==> config.mk <==
export PLATFORM = sky130hd
export DESIGN_NAME = wr_clock_guard
export DESIGN_NICKNAME = d
export VERILOG_FILES = /design/src/rtl/wr_clock_guard.sv
export SDC_FILE = /design/constraint.sdc
export NUM_CORES = 1
export LEC_CHECK = 0
export CAP_MARGIN = 20
export CORE_AREA = 2 2 39 41
export DETAILED_ROUTE_END_ITERATION = 8
export DIE_AREA = 0 0 41 43
export PLACE_DENSITY = 0.71
export SYNTH_ARGS = -nofsm -noshare
export SYNTH_HDL_FRONTEND = slang
export SYNTH_SLANG_ARGS = --single-unit
==> constraint.sdc <==
create_clock -name clk -period 2.64 [get_ports clk]
set_input_delay 0.792 -clock clk [delete_from_list [all_inputs] [get_ports clk]]
set_output_delay 0.792 -clock clk [all_outputs]
set_load 0.01 [all_outputs]
==> src/rtl/wr_clock_guard.sv <==
module wr_clock_guard #(
  parameter int AW = 6,
  parameter int DW = 16
) (
  input  logic       clk,
  input  logic       rst_n,
  input  logic       sel,
  input  logic       sk_rise,
  input  logic       start_seen,
  input  logic [1:0] op,
  input  logic [1:0] ext,
  output logic       permit,
  output logic       cancel
);
  localparam int NEED_SHORT = 3 + AW;
  localparam int NEED_LONG  = NEED_SHORT + DW;
  localparam int CW         = $clog2(NEED_LONG + 2);
  localparam logic [CW-1:0] CMAX   = '1;
  localparam logic [CW-1:0] SHORTC = CW'(NEED_SHORT);
  localparam logic [CW-1:0] LONGC  = CW'(NEED_LONG);

  logic          sel_q;
  logic          active;
  logic [CW-1:0] cnt;

  wire cs_fall  = sel_q & ~sel;
  wire has_data = (op == 2'b01) | ((op == 2'b00) & (ext == 2'b01));
  wire no_data  = (op == 2'b11) | ((op == 2'b00) & (ext == 2'b10));
  wire wclass   = has_data | no_data;
  wire [CW-1:0] need = has_data ? LONGC : SHORTC;
  wire exact    = (cnt == need);

  always_ff @(posedge clk or negedge rst_n) begin
    if (!rst_n) begin
      sel_q  <= 1'b0;
      active <= 1'b0;
      cnt    <= '0;
      permit <= 1'b0;
      cancel <= 1'b0;
    end else begin
      sel_q  <= sel;
      permit <= 1'b0;
      cancel <= 1'b0;
      if (cs_fall) begin
        permit <= active & wclass & exact;
        cancel <= active & wclass & ~exact;
        active <= 1'b0;
        cnt    <= '0;
      end else if (sel && sk_rise) begin
        if (!active) begin
          if (start_seen) begin
            active <= 1'b1;
            cnt    <= CW'(1);
          end
        end else if (cnt != CMAX) begin
          cnt <= cnt + CW'(1);
        end
      end
    end
  end
endmodule


==> flow_summary.json, run 1 <==
{
  "worst-slew-pin-transition_ns": 0.410,
  "fp.dieW_um": 41,
  "crit_path_largest_cell_delay_ns": 0.53,
  "synth_edf_count": 0,
  "routed_wire_length_per_instance_um": 12.6,
  "timing.setup.critical_path_class": "reg2out",
  "gr-usage-all-layers": 0.148,
  "crit_required_ns": 1.85,
  "io_pins": 11,
  "port_buffers": 10,
  "power.leakage_uw": 0.000295,
  "final.setup.tns_ns": 0,
  "die_area_um2": 1760,
  "final_layout_size_suffix_gt1_frac": 0.121,
  "grt_pass1_vias": 406,
  "power_density_nw_per_um2": 475,
  "number_of_antenna_violations_at_the_first_check_in_global_routing": 0,
  "grt_remaining_overflow": 0,
  "synth.most_common_cell": "sky130_fd_sc_hd__dfrtp_1",
  "placement_stage_worst_setup_slack_ns": 0.460,
  "slew-limit-headroom": 0.726,
  "post_cts_resized": 0,
  "synth-seq-area-share": 0.435,
  "syn-instance-count": 52,
  "vias": 419,
  "setup-violations-final": 0,
  "synthTopCellsByCount": "sky130_fd_sc_hd__dfrtp_1, sky130_fd_sc_hd__nand3_1, sky130_fd_sc_hd__inv_1",
  "placement_rows": 14,
  "finalWirelength_um": 1030,
  "tritoncts": "done",
  "postCtsSetupBuffers": 0,
  "synth.cell_area_um2": 518,
  "number_of_nets_at_the_end_of_the_flow": 79,
  "post-route-period-util": 0.723,
  "clock_buffers_created_by_tritoncts": 3,
  "gpl.final_weighted_congestion": 0.766,
  "ant_nets": 0,
  "syn_to_final_growth_pct": 28.5,
  "timing.final.ws_setup_ns": 0.732,
  "finalClockSkew_ns": 0.00661,
  "clock_slew_at_reported_path_ffs_ns": 0.07,
  "slowest_stage": "sky130_fd_sc_hd__clkdlybuf4s50_1",
  "ctsHtreeMaxLevel": 1,
  "fp.dieH_um": 43,
  "syn_area_per_cell_um2": 9.96,
  "min_path_type": "reg2reg",
  "synth_top_cell_by_area": "sky130_fd_sc_hd__dfrtp_1",
  "ys.warnings.count": 0,
  "cts.root.buffer_cell": "sky130_fd_sc_hd__clkbuf_4",
  "status": "finished clean",
  "ys.flop_type": "sky130_fd_sc_hd__dfrtp_1",
  "drtPass1Iterations": 4,
  "postSynthNetCount": 64,
  "max-vdd-ir-drop_v": 0.000217,
  "fmaxAchievable_mhz": 524,
  "dpl_cell_area_um2": 638,
  "synth_top_area_frac": 0.435,
  "detailed_place_hpwl_um": 838,
  "cp.buffers_inverters": 1,
  "share_of_flip_flops_with_an_asynchronous_set_or_reset_after_synthesis": 1.00,
  "worst_setup_path_start_kind": "register",
  "setup.worst_path.end_class": "output port",
  "post_cts_hold_buffer_count": 0,
  "cp_max_fo": 1,
  "hold_slack_ns": 0.564,
  "route.detailed.drc": 0,
  "final_hold_viol_count": 0,
  "netlist_top_cells_area": "sky130_fd_sc_hd__dfrtp_1, sky130_fd_sc_hd__ha_1, sky130_fd_sc_hd__a22o_1, sky130_fd_sc_hd__xnor2_1, sky130_fd_sc_hd__nand3_1",
  "fillCellCount": 140,
  "layout.cells.non_filler": 82,
  "worst-endpoint-arrival_ns": 1.12,
  "initial_utilization": 0.374,
  "design.core.area_um2": 1380,
  "detail_route.vias_per_cell": 5.11,
  "clk_latency_ns": 0.26,
  "wire_length_of_the_first_global_routing_pass_um": 1770,
  "family_with_the_most_delay_on_the_worst_path": "buffers and inverters",
  "final_period_minus_worst_setup_slack_ns": 1.91,
  "yosys_register_bits": 9,
  "number_of_clock_sinks": 9,
  "max-clock-path-buffers": 2,
  "diodes": 0,
  "cp_cell_sequence": "clkdlybuf4s50_1",
  "grt_max_degree": 10,
  "final_area_um2": 666,
  "drv_cap": 0,
  "number_of_pins_with_negative_max_slew_slack_in_the_final_report": 0,
  "rsz_0062_raised_after_global_routing": "no",
  "synth_cell_type_count": 23,
  "dp_cells": 78,
  "drt_iter0_markers": 7
}
## registers in the layout, indices dropped and copies added (netlist names)
name and flops:
cnt 5, active 1, cancel 1, permit 1, sel_q 1
## per-stage QoR
step                       util  power, µW
final                     0.481        316
after global routing      0.481        336
after CTS                 0.481        320
after detailed placement  0.461        214
after global placement    0.461        212
after floorplan               -        186
## cell families after synthesis
logic type,Yosys count,share of synthesized area
AOI/OAI and AO/OA,14,0.181
buffers and inverters,4,0.0290
xor gates and xnor gates,4,0.0676
and+or+nand+nor,17,0.196
muxes,1,0.0193
adders and majority gates,3,0.0725
DFF,9,0.435
## layout make-up
cell class	count	area, µm²	share of cell area
inverter	4	15.0	0.0226
multi-input combinational	39	278	0.417
clock inverter	1	5.00	0.00752
tap	16	20.0	0.0301
timing repair buffer	10	100	0.150
sequential	9	225	0.338
clock buffer	3	22.5	0.0338
## cells in the final DEF (no fill, tap or decap)
| master | count |
|---|---|
| sky130_fd_sc_hd__clkdlybuf4s50_1 | 10 |
| sky130_fd_sc_hd__dfrtp_1 | 9 |
| sky130_fd_sc_hd__nand3_1 | 5 |
| sky130_fd_sc_hd__inv_1 | 4 |
| sky130_fd_sc_hd__xnor2_1 | 3 |
| sky130_fd_sc_hd__nor2b_1 | 3 |
| sky130_fd_sc_hd__a21oi_1 | 3 |
| sky130_fd_sc_hd__a22o_1 | 3 |
| sky130_fd_sc_hd__ha_1 | 3 |
| sky130_fd_sc_hd__clkbuf_4 | 3 |
| sky130_fd_sc_hd__nand2_1 | 2 |
| sky130_fd_sc_hd__nand2b_1 | 2 |
| sky130_fd_sc_hd__a21oi_2 | 2 |
| sky130_fd_sc_hd__o21ai_1 | 2 |
| sky130_fd_sc_hd__and3_1 | 1 |
| sky130_fd_sc_hd__nor2_1 | 1 |
| sky130_fd_sc_hd__xor2_1 | 1 |
| sky130_fd_sc_hd__nor4_1 | 1 |
| sky130_fd_sc_hd__mux2i_1 | 1 |
| sky130_fd_sc_hd__o21a_1 | 1 |
| sky130_fd_sc_hd__o22ai_1 | 1 |
| sky130_fd_sc_hd__a31oi_1 | 1 |
| sky130_fd_sc_hd__and3_4 | 1 |
| sky130_fd_sc_hd__nor3_2 | 1 |
| sky130_fd_sc_hd__o21ai_0 | 1 |
| sky130_fd_sc_hd__clkinv_2 | 1 |
## final timing paths
| check | startpoint | to | slack [ns] | cells after the start |
|---|---|---|---|---|
| max reg2reg | cnt[0] | cnt[2] | 0.83 | 7 |
| max | permit | permit | 0.73 | 1 |
| min in group asynchronous | rst_n | permit | 0.83 | 1 |
| min | active | cnt[0] | 0.56 | 1 |
| min reg2reg | active | cnt[0] | 0.56 | 1 |
| max in group asynchronous | rst_n | cnt[1] | 1.52 | 1 |
## layer usage
metal  track usage  wire length (µm)  vias to the layer above
li1              -                 -                      214
met1         0.205               475                      194
met2         0.216               504                        9
met3        0.0314                41                        2
met4        0.0600                 8                        0
met5             0                 0                        -
## where the power goes
group	switching, µW	total [µW]	leakage (µW)	internal (µW)
Clock	49.4	105	0.0000177	55.8
Combinational	25.4	54.5	0.000158	29.1
Sequential	10.6	156	0.000120	146
No activity file was read; power rests on OpenSTA's default activity.
==> run 2: changes to the inputs <==
- clock period: 2.64 -> 1.96 ns (I/O delays scaled with it)
==> run 2 against run 1 <==
Effect of this change:
- sequential share of layout area shrank 0.69 points
- critical path depth grew 6
- die area is the same
- worst setup slack lost 0.50 ns
- combinational power grew 52%
- register-to-register slack lost 0.60 ns
- via count grew 2.9%
- flip-flop and latch count is the same
- clock power grew 41%
- hold slack lost 0.016 ns
- cell count grew 2.4%
- total power grew 38%
- critical path type is now reg2reg
- largest power group unchanged
==> flow_summary.json, run 2 (synthesis gave the netlist of run 1 again) <==
{
  "timing.setup.critical_path_class": "reg2reg",
  "top_library_cells_by_usage_in_the_layout_fill_and_taps_aside": "sky130_fd_sc_hd__clkdlybuf4s50_1, sky130_fd_sc_hd__dfrtp_1, sky130_fd_sc_hd__nand3_1, sky130_fd_sc_hd__inv_1",
  "hold_depth": 1,
  "post-route-period-util": 0.883,
  "worst-slew-pin-transition_ns": 0.423,
  "routed_wire_length_per_instance_um": 12.5,
  "drt_iter0_markers": 6,
  "min_path_type": "reg2reg",
  "grt_remaining_overflow": 0,
  "setup.worst_path.end_class": "register",
  "worst_setup_path_start_kind": "register",
  "power.leakage_uw": 0.000303,
  "diodes": 0,
  "dp_cells": 80,
  "initial_utilization": 0.374,
  "vias": 431,
  "syn_to_final_growth_pct": 31.2,
  "gpl.final_weighted_congestion": 0.778,
  "drv_cap": 0,
  "max-clock-path-buffers": 2,
  "number_of_antenna_violations_at_the_first_check_in_global_routing": 0,
  "status": "finished clean",
  "fmaxAchievable_mhz": 578,
  "slew-limit-headroom": 0.717,
  "final_layout_size_suffix_gt1_frac": 0.132,
  "final.setup.tns_ns": 0,
  "cts.root.buffer_cell": "sky130_fd_sc_hd__clkbuf_4",
  "postCtsSetupBuffers": 0,
  "ant_nets": 0,
  "gr-usage-all-layers": 0.159,
  "layout.cells.non_filler": 84,
  "detail_route.vias_per_cell": 5.13,
  "cp_cell_sequence": "ha_1 > and3_1 > ha_1 > nor2b_1 > and3_4 > a21oi_2 > nor3_2",
  "fp.dieH_um": 43,
  "crit_required_ns": 2.15,
  "post_cts_hold_buffer_count": 0,
  "most_used_cell_cp": "sky130_fd_sc_hd__ha_1",
  "ctsHtreeMaxLevel": 1,
  "power_density_nw_per_um2": 642,
  "worst-endpoint-arrival_ns": 1.92,
  "wire_length_of_the_first_global_routing_pass_um": 1840,
  "clk_latency_ns": 0.26,
  "critical_path_depth": 7,
  "hold_slack_ns": 0.548,
  "number_of_clock_sinks": 9,
  "final_period_minus_worst_setup_slack_ns": 1.73,
  "mostFrequentLayoutCell": "sky130_fd_sc_hd__clkdlybuf4s50_1",
  "finalWirelength_um": 1050,
  "largest_register_ff_count": 5,
  "clock_slew_at_reported_path_ffs_ns": 0.07,
  "post_cts_resized": 0,
  "tritoncts": "done",
  "design.core.area_um2": 1380,
  "io_pins": 11,
  "setup-violations-final": 0,
  "max-vdd-ir-drop_v": 0.000313,
  "crit_path_largest_cell_delay_ns": 0.42,
  "cp_max_fo": 4,
  "slowest_stage": "sky130_fd_sc_hd__dfrtp_1",
  "family_with_the_most_delay_on_the_worst_path": "simple AND/OR/NAND/NOR gates",
  "detailed_place_hpwl_um": 806,
  "placement_rows": 14,
  "cp.buffers_inverters": 0,
  "route.detailed.drc": 0,
  "finalClockSkew_ns": 0.00444,
  "fp.dieW_um": 41,
  "rsz_0062_raised_after_global_routing": "no",
  "number_of_pins_with_negative_max_slew_slack_in_the_final_report": 0,
  "timing.reg2reg.worst_path_depth": 7,
  "number_of_nets_at_the_end_of_the_flow": 81,
  "port_buffers": 10,
  "grt_pass1_vias": 441,
  "drtPass1Iterations": 4,
  "final_hold_viol_count": 0,
  "regMostFlops": "cnt",
  "die_area_um2": 1760,
  "clock_buffers_created_by_tritoncts": 3,
  "grt_max_degree": 10,
  "r2r_slack_ns": 0.23
}
## run 2: changes by cell type in the layout (fill, tap and decap cells not counted)
cell | before | now
sky130_fd_sc_hd__clkbuf_1 | 0 | 1
sky130_fd_sc_hd__clkinv_2 | 1 | 0
sky130_fd_sc_hd__buf_4 | 0 | 2
## run 2: routing by layer
| metal | vias to the layer above | global-route usage | wire length, µm |
|---|---|---|---|
| li1 | 218 | - | - |
| met1 | 204 | 0.202 | 458 |
| met2 | 9 | 0.234 | 537 |
| met3 | 0 | 0.0628 | 49 |
| met4 | 0 | 0.0600 | 0 |
| met5 | - | 0 | 0 |
## run 2: path summary, 6_finish.rpt
kind | startpoint | end
setup / recovery | cnt[1] | cnt[2]
setup reg to reg | cnt[1] | cnt[2]
hold reg to reg | active | cnt[0]
hold / removal | active | cnt[0]
max in group asynchronous | rst_n | cnt[0]
min in group asynchronous | rst_n | permit
## run 2: layout make-up
cell class	instances	area [µm²]
Clock buffer	4	26.3
Inverter	4	15.0
Multi-Input combinational cell	39	278
Timing Repair Buffer	12	115
Tap cell	16	20.0
Sequential cell	9	225
Fill cell	147	704
## run 2: per-stage QoR
| stage | util | area (µm²) | worst slack [ns] | power [µW] |
|---|---|---|---|---|
| after floorplan | - | 518 | 0.307 | 250 |
| after global placement | 0.472 | 653 | 0.164 | 291 |
| after detailed placement | 0.472 | 653 | 0.117 | 293 |
| after CTS | 0.491 | 679 | 0.214 | 440 |
| after global routing | 0.491 | 679 | 0.119 | 466 |
| final | 0.491 | 679 | 0.229 | 436 |
## run 2: where the power goes
part	leakage (µW)	total, µW	internal, µW	switching, µW
combinational	0.000168	82.8	43.5	39.3
sequential	0.000120	206	196	9.74
clock	0.0000150	148	78.6	68.9
total	0.000303	436	318	118
